==> src/rtl/ilv_pkg.sv <==
package ilv_pkg;
  typedef enum logic [2:0] {
    S_IDLE,
    S_ADDR,
    S_GATHER,
    S_ACCESS,
    S_STREAM
  } seq_state_e;
endpackage

==> src/rtl/ilv_bank.sv <==
// One memory bank: fixed access latency, one access in flight.
module ilv_bank #(
  parameter int WORD_W = 32,
  parameter int ROW_W  = 4,
  parameter int LAT    = 15
) (
  input  logic              clk,
  input  logic              rst_n,
  input  logic              start_i,
  input  logic              we_i,
  input  logic [ROW_W-1:0]  row_i,
  input  logic [WORD_W-1:0] wdata_i,
  output logic              fin_o,
  output logic [WORD_W-1:0] rdata_o
);
  localparam int DEPTH = 1 << ROW_W;
  localparam int CW    = (LAT > 1) ? $clog2(LAT) : 1;

  logic [WORD_W-1:0] mem [DEPTH];
  logic              busy_q;
  logic              we_q;
  logic [ROW_W-1:0]  row_q;
  logic [WORD_W-1:0] wdata_q;
  logic [CW-1:0]     cnt_q;
  logic              last_cyc;

  assign last_cyc = busy_q && (cnt_q == '0);

  always_ff @(posedge clk) begin
    if (!rst_n) begin
      busy_q  <= 1'b0;
      we_q    <= 1'b0;
      row_q   <= '0;
      wdata_q <= '0;
      cnt_q   <= '0;
    end else if (start_i) begin
      busy_q  <= 1'b1;
      we_q    <= we_i;
      row_q   <= row_i;
      wdata_q <= wdata_i;
      cnt_q   <= CW'(LAT - 1);
    end else if (busy_q) begin
      if (cnt_q == '0) busy_q <= 1'b0;
      else             cnt_q  <= cnt_q - 1'b1;
    end
  end

  // array commit at the end of the write latency
  always_ff @(posedge clk) begin
    if (last_cyc && we_q) mem[row_q] <= wdata_q;
  end

  assign fin_o   = last_cyc;
  assign rdata_o = mem[row_q];
endmodule

==> src/rtl/ilv_cyc_count.sv <==
// Per-request cycle counter: cleared on accept, counts busy cycles, holds in idle.
module ilv_cyc_count #(
  parameter int CNT_W = 16
) (
  input  logic             clk,
  input  logic             rst_n,
  input  logic             clear_i,
  input  logic             busy_i,
  output logic [CNT_W-1:0] count_o
);
  logic [CNT_W-1:0] cnt_q;

  always_ff @(posedge clk) begin
    if (!rst_n)       cnt_q <= '0;
    else if (clear_i) cnt_q <= '0;
    else if (busy_i)  cnt_q <= cnt_q + 1'b1;
  end

  assign count_o = cnt_q;
endmodule

==> src/rtl/ilv_seq.sv <==
// Request sequencer: address cycle, parallel bank launch, word streaming.
module ilv_seq
  import ilv_pkg::*;
#(
  parameter int WORD_W = 32,
  parameter int ROW_W  = 4,
  parameter int NBANK  = 4
) (
  input  logic                          clk,
  input  logic                          rst_n,
  input  logic                          req_valid,
  output logic                          req_ready,
  input  logic                          req_write,
  input  logic [ROW_W-1:0]              req_addr,
  input  logic                          wr_valid,
  output logic                          wr_ready,
  input  logic [WORD_W-1:0]             wr_data,
  output logic                          rd_valid,
  input  logic                          rd_ready,
  output logic [WORD_W-1:0]             rd_data,
  output logic                          done,
  output logic                          bank_start,
  output logic                          bank_we,
  output logic [ROW_W-1:0]              bank_row,
  output logic [NBANK-1:0][WORD_W-1:0]  bank_wdata,
  input  logic [NBANK-1:0]              bank_fin,
  input  logic [NBANK-1:0][WORD_W-1:0]  bank_rdata
);
  localparam int IDX_W = (NBANK > 1) ? $clog2(NBANK) : 1;
  localparam logic [IDX_W-1:0] LAST_IDX = IDX_W'(NBANK - 1);

  seq_state_e                 state_q, state_d;
  logic [IDX_W-1:0]           idx_q;
  logic                       write_q;
  logic [ROW_W-1:0]           row_q;
  logic [NBANK-1:0][WORD_W-1:0] buf_q;
  logic                       done_q;

  logic all_fin, at_last, accept, wr_hs, rd_hs, fill, finish;

  assign all_fin = &bank_fin;
  assign at_last = (idx_q == LAST_IDX);
  assign accept  = req_valid && (state_q == S_IDLE);
  assign wr_hs   = (state_q == S_GATHER) && wr_valid;
  assign rd_hs   = (state_q == S_STREAM) && rd_ready;
  assign fill    = (state_q == S_ACCESS) && all_fin && !write_q;
  assign finish  = ((state_q == S_ACCESS) && all_fin && write_q) ||
                   (rd_hs && at_last);

  always_comb begin
    state_d = state_q;
    unique case (state_q)
      S_IDLE:   if (accept) state_d = S_ADDR;
      S_ADDR:   state_d = write_q ? S_GATHER : S_ACCESS;
      S_GATHER: if (wr_hs && at_last) state_d = S_ACCESS;
      S_ACCESS: if (all_fin) state_d = write_q ? S_IDLE : S_STREAM;
      S_STREAM: if (rd_hs && at_last) state_d = S_IDLE;
      default:  state_d = S_IDLE;
    endcase
  end

  always_ff @(posedge clk) begin
    if (!rst_n) begin
      state_q <= S_IDLE;
      idx_q   <= '0;
      write_q <= 1'b0;
      row_q   <= '0;
      done_q  <= 1'b0;
    end else begin
      state_q <= state_d;
      done_q  <= finish;
      if (accept) begin
        write_q <= req_write;
        row_q   <= req_addr;
        idx_q   <= '0;
      end else if (wr_hs || rd_hs) begin
        idx_q <= idx_q + 1'b1;
      end
    end
  end

  // word buffer: filled from the bus on writes, from the banks on reads
  always_ff @(posedge clk) begin
    if (!rst_n)     buf_q <= '0;
    else if (fill)  buf_q <= bank_rdata;
    else if (wr_hs) buf_q[idx_q] <= wr_data;
  end

  // the last write word goes straight to its bank in the launch cycle
  for (genvar gi = 0; gi < NBANK; gi++) begin : g_wdata
    if (gi == NBANK - 1) begin : g_last
      assign bank_wdata[gi] = wr_data;
    end else begin : g_held
      assign bank_wdata[gi] = buf_q[gi];
    end
  end

  assign bank_start = ((state_q == S_ADDR) && !write_q) || (wr_hs && at_last);
  assign bank_we    = write_q;
  assign bank_row   = row_q;

  assign req_ready = (state_q == S_IDLE);
  assign wr_ready  = (state_q == S_GATHER);
  assign rd_valid  = (state_q == S_STREAM);
  assign rd_data   = buf_q[idx_q];
  assign done      = done_q;
endmodule

==> src/rtl/ilv_refill_ctrl.sv <==
module ilv_refill_ctrl #(
  parameter int WORD_W = 32,
  parameter int ROW_W  = 4,
  parameter int NBANK  = 4,
  parameter int LAT    = 15,
  parameter int CNT_W  = 16
) (
  input  logic              clk,
  input  logic              rst_n,
  input  logic              req_valid,
  output logic              req_ready,
  input  logic              req_write,
  input  logic [ROW_W-1:0]  req_addr,
  input  logic              wr_valid,
  output logic              wr_ready,
  input  logic [WORD_W-1:0] wr_data,
  output logic              rd_valid,
  input  logic              rd_ready,
  output logic [WORD_W-1:0] rd_data,
  output logic              done,
  output logic [CNT_W-1:0]  cyc_count
);
  logic                         bank_start;
  logic                         bank_we;
  logic [ROW_W-1:0]             bank_row;
  logic [NBANK-1:0][WORD_W-1:0] bank_wdata;
  logic [NBANK-1:0]             bank_fin;
  logic [NBANK-1:0][WORD_W-1:0] bank_rdata;

  ilv_seq #(
    .WORD_W(WORD_W), .ROW_W(ROW_W), .NBANK(NBANK)
  ) u_seq (
    .clk        (clk),
    .rst_n      (rst_n),
    .req_valid  (req_valid),
    .req_ready  (req_ready),
    .req_write  (req_write),
    .req_addr   (req_addr),
    .wr_valid   (wr_valid),
    .wr_ready   (wr_ready),
    .wr_data    (wr_data),
    .rd_valid   (rd_valid),
    .rd_ready   (rd_ready),
    .rd_data    (rd_data),
    .done       (done),
    .bank_start (bank_start),
    .bank_we    (bank_we),
    .bank_row   (bank_row),
    .bank_wdata (bank_wdata),
    .bank_fin   (bank_fin),
    .bank_rdata (bank_rdata)
  );

  for (genvar gb = 0; gb < NBANK; gb++) begin : g_bank
    ilv_bank #(
      .WORD_W(WORD_W), .ROW_W(ROW_W), .LAT(LAT)
    ) u_bank (
      .clk     (clk),
      .rst_n   (rst_n),
      .start_i (bank_start),
      .we_i    (bank_we),
      .row_i   (bank_row),
      .wdata_i (bank_wdata[gb]),
      .fin_o   (bank_fin[gb]),
      .rdata_o (bank_rdata[gb])
    );
  end

  ilv_cyc_count #(.CNT_W(CNT_W)) u_cnt (
    .clk     (clk),
    .rst_n   (rst_n),
    .clear_i (req_valid && req_ready),
    .busy_i  (!req_ready),
    .count_o (cyc_count)
  );
endmodule

==> config.mk <==
export PLATFORM = sky130hd
export DESIGN_NAME = ilv_refill_ctrl
export DESIGN_NICKNAME = d
export VERILOG_FILES = /design/src/rtl/ilv_pkg.sv /design/src/rtl/ilv_bank.sv /design/src/rtl/ilv_cyc_count.sv /design/src/rtl/ilv_seq.sv /design/src/rtl/ilv_refill_ctrl.sv
export SDC_FILE = /design/constraint.sdc
export NUM_CORES = 2
export LEC_CHECK = 0
export BUFFER_PORTS_ARGS = -buffer_cell sky130_fd_sc_hd__buf_2
export CORE_UTILIZATION = 25
export CTS_CLUSTER_SIZE = 20
export DETAILED_ROUTE_END_ITERATION = 16
export SYNTH_ARGS = -nofsm -noshare
export SYNTH_HDL_FRONTEND = slang
export SYNTH_SLANG_ARGS = --single-unit
export TNS_END_PERCENT = 50
==> constraint.sdc <==
create_clock -name clk -period 4 [get_ports clk]
set_clock_uncertainty 0.15 [all_clocks]
set_input_delay 1.2 -clock clk [delete_from_list [all_inputs] [get_ports clk]]
set_output_delay 1.2 -clock clk [all_outputs]
set_load 0.01 [all_outputs]
==> reports/qor.yml <==
clk_pin_slew_worst_paths_ps: 70
grt_setup_unrepaired: "false"
ff2ff_setup_slack_ps: 820
cp_max_fo: 35
antenna_found_initial: 48
worst_pin_slew_ps: 1140
grt_pass1_wl_um: 365000
worstPathRequired_ps: 2650
io_pins: 94
holdPathEnd: "u_cnt.count_o[1]"
max_cap_viol_count: 0
hold_depth: 2
synth_cells: 4622
final_common_cell: "edfxtp_1"
h-tree-depth: 4
rr_worst_depth: 6
crit_slowest_cell: "mux4_2"
clock-sinks: 2360
portBuffers: 93
cts_hold_buffers: 0
ant_nets: 0
wl_per_cell_um: 26.4
drtPass1Iterations: 5
grt_max_degree: 117
yosysWarnings: 0
power.leakage_nw: 31.1
grt_pass1_vias: 47097
yosysUniqueCellTypes: 55
async_flop_share_pct: 0
drtIter0Drc: 5544
core_um2: 362000
synth_ff_type: "edfxtp_1"
hp-class: "flop to flop"
crit_type: "flop to primary output"
num_rows: 221
slew_headroom_pct: 24.1
crit_path_end_kind: "primary output"
clockBufferDepth: 4
place.gp.congestion: 0.855
cp_top_family: "multiplexers"
start_util_pct: 25.1
netlist_area_um2: 90900
crit_buf_inv: 2
final_nets: 4905
wirelength_um: 261000
fin_crit_ps: 3880
final.setup.tns_ps: 0
vias: 47966
dieWidth_um: 605
route.detailed.drc: 0
r2r-end: "g_bank[0].u_bank.mem[7][28]"
cp_num_cells: 3
setup_violations: 0
p_total_mw: 49.7
seq_area_frac_synth_pct: 74.5
ys_ff_latch: 2360
grt_usage_pct: 13.9
overflow: 0
drive_gt1_share_pct: 26.5
dp_hpwl_um: 151000
min_from: "u_cnt.count_o[1]"
crit_chain: "buf_12 -> mux4_2 -> buf_2"
ctsRootBufferMaster: "clkbuf_16"
area_growth_pct: 16.9
die_y_um: 605
vdd_drop_max_mv: 0.404
synth_enable_flop_cells: 2048
syn_area_per_cell_um2: 19.7
cts_buffers: 230
cpPeakStageDelay_ps: 730
tritoncts: "built"
power_density_nw_per_um2: 467
timing.final.crit_share_pct: 97.0
postCtsSetupRepairBufs: 0
worstPathArrival_ps: 2530
status: "finished clean"
die-area_um2: 366000
synth_fp_nets: 4677
via_per_inst: 4.84
hold_viol: 0
cp-start-kind: "flop"
fmax_mhz: 258
drv_slew: 0
r2r-start: "g_bank[0].u_bank.cnt_q[0]"
clk_latency_ps: 920
most-common-layout-cells: "2,048 x edfxtp_1, 532 x mux4_2, 314 x nand2_1, 306 x dfxtp_1, 235 x clkbuf_16"
-- layer usage --
layer  vias up  wire, um  GRT usage (%)
li1      19482         -              -
met1     25714    105000           18.4
met2      2244    123000           22.1
met3       516     21700           2.83
met4        10     11800           6.09
met5         -        45              0
-- final cells by class --
class / count / area, um^2
flip-flops and latches: 2360 / 67800
clock inverters: 126 / 1230
clock buffers: 298 / 6250
inverters: 17 / 63.8
fillers: 35051 / 256000
multi-input cells: 1950 / 22200
diodes: 67 / 168
well taps: 4794 / 6000
repair buffers: 291 / 2600
-- worst max path at each step --
stage                                          from                         end  slack [ps]
after floorplan           g_bank[2].u_bank.cnt_q[0]  g_bank[2].u_bank.mem[3][0]         870
after detailed placement                   wr_valid        u_seq.bank_wdata[82]         480
after CTS                            u_seq.idx_q[1]                 rd_data[16]          40
final                                u_seq.idx_q[1]                 rd_data[16]         120
after global routing                 u_seq.idx_q[1]                 rd_data[27]          40
after global placement                     wr_valid        u_seq.bank_wdata[68]         490
-- sequential cells by signal, indices dropped and copies added, names as in the netlist, 4 cells and up, named ones only --
name,count
g_bank.u_bank.wdata_q,128
g_bank.u_bank.cnt_q,16
u_seq.buf_q,32
u_seq.bank_row,4
u_cnt.count_o,16
g_bank.u_bank.busy_q,4
u_seq.bank_wdata,96
g_bank.u_bank.mem,2048
g_bank.u_bank.row_q,4
-- worst min-delay path, delay by kind of cell, from the launching register on --
kind,cells,cell delay (ps)
simple gates,1,60
flops,1,330
compound gates,1,50
-- synthesized netlist by cell type, drive strengths merged (2+ instances only) --
cell    number  area share, %
edfxtp    2048             68
nand3b       2          0.017
nand4        8          0.055
o31ai        2          0.017
dfxtp      312            6.9
o21ai      114           0.63
nand3       33           0.18
nand2      319            1.3
a22oi       24           0.20
nor3         9          0.055
and4bb       6          0.083
a21oi      127           0.70
mux4       532             13
mux2       108            1.3
and2         4          0.028
a21boi     144            1.2
and3         3          0.021
or4          2          0.021
a31oi       16           0.11
xor2        11           0.11
o22ai       10          0.069
or4b         2          0.022
xnor2       11           0.11
ha          13           0.18
mux2i       41           0.45
nor4         8          0.078
buf        162            1.1
a221oi      97            1.4
nor2       104           0.43
clkbuf     133           0.55
o21a        26           0.21
nor2b       28           0.19
nand2b       8          0.055
inv         17          0.070
a22o       108            1.0
a211oi      24           0.20
-- cells by family (layout without fill, tap and decap cells) --
group / Yosys count / after routing / synth area share, %
AO/OA/AOI/OAI: 693 / 693 / 5.80
multiplexers: 681 / 681 / 15.0
AND/OR/NAND/NOR: 541 / 541 / 2.60
flip-flops: 2360 / 2360 / 74.5
other: 0 / 67 / 0
buffers and inverters: 312 / 732 / 1.70
adder cells (fa/ha/maj): 13 / 13 / 0.179
XOR/XNOR: 22 / 22 / 0.212
-- power breakdown --
part | total [mW] | internal (mW) | switching (mW)
clock network | 21.6 | 12.4 | 9.28
logic | 1.29 | 0.430 | 0.855
registers | 26.7 | 26.5 | 0.187
total | 49.7 | 39.3 | 10.3
-- stage by stage --
stage | worst slack [ps] | utilization [%] | cell area, um^2 | cells | hold WS, ps
2_1_floorplan | 868 | - | 90900 | 4622 | 287
3_3_place_gp | 494 | 27.2 | 98600 | 9412 | 314
3_5_place_dp | 477 | 27.2 | 98600 | 9412 | 344
4_1_cts | 36.8 | 29.3 | 106000 | 9836 | 347
5_1_grt | 38.2 | 29.3 | 106000 | 9858 | 371
6_report | 119 | 29.3 | 106000 | 9903 | 344
-- repair_timing --
item	in CTS	in global routing
endpoints found under the setup margin	5	0
hold endpoints to repair	0	0
gates resized for setup	1	0
Power figures use the tool's default switching activity.
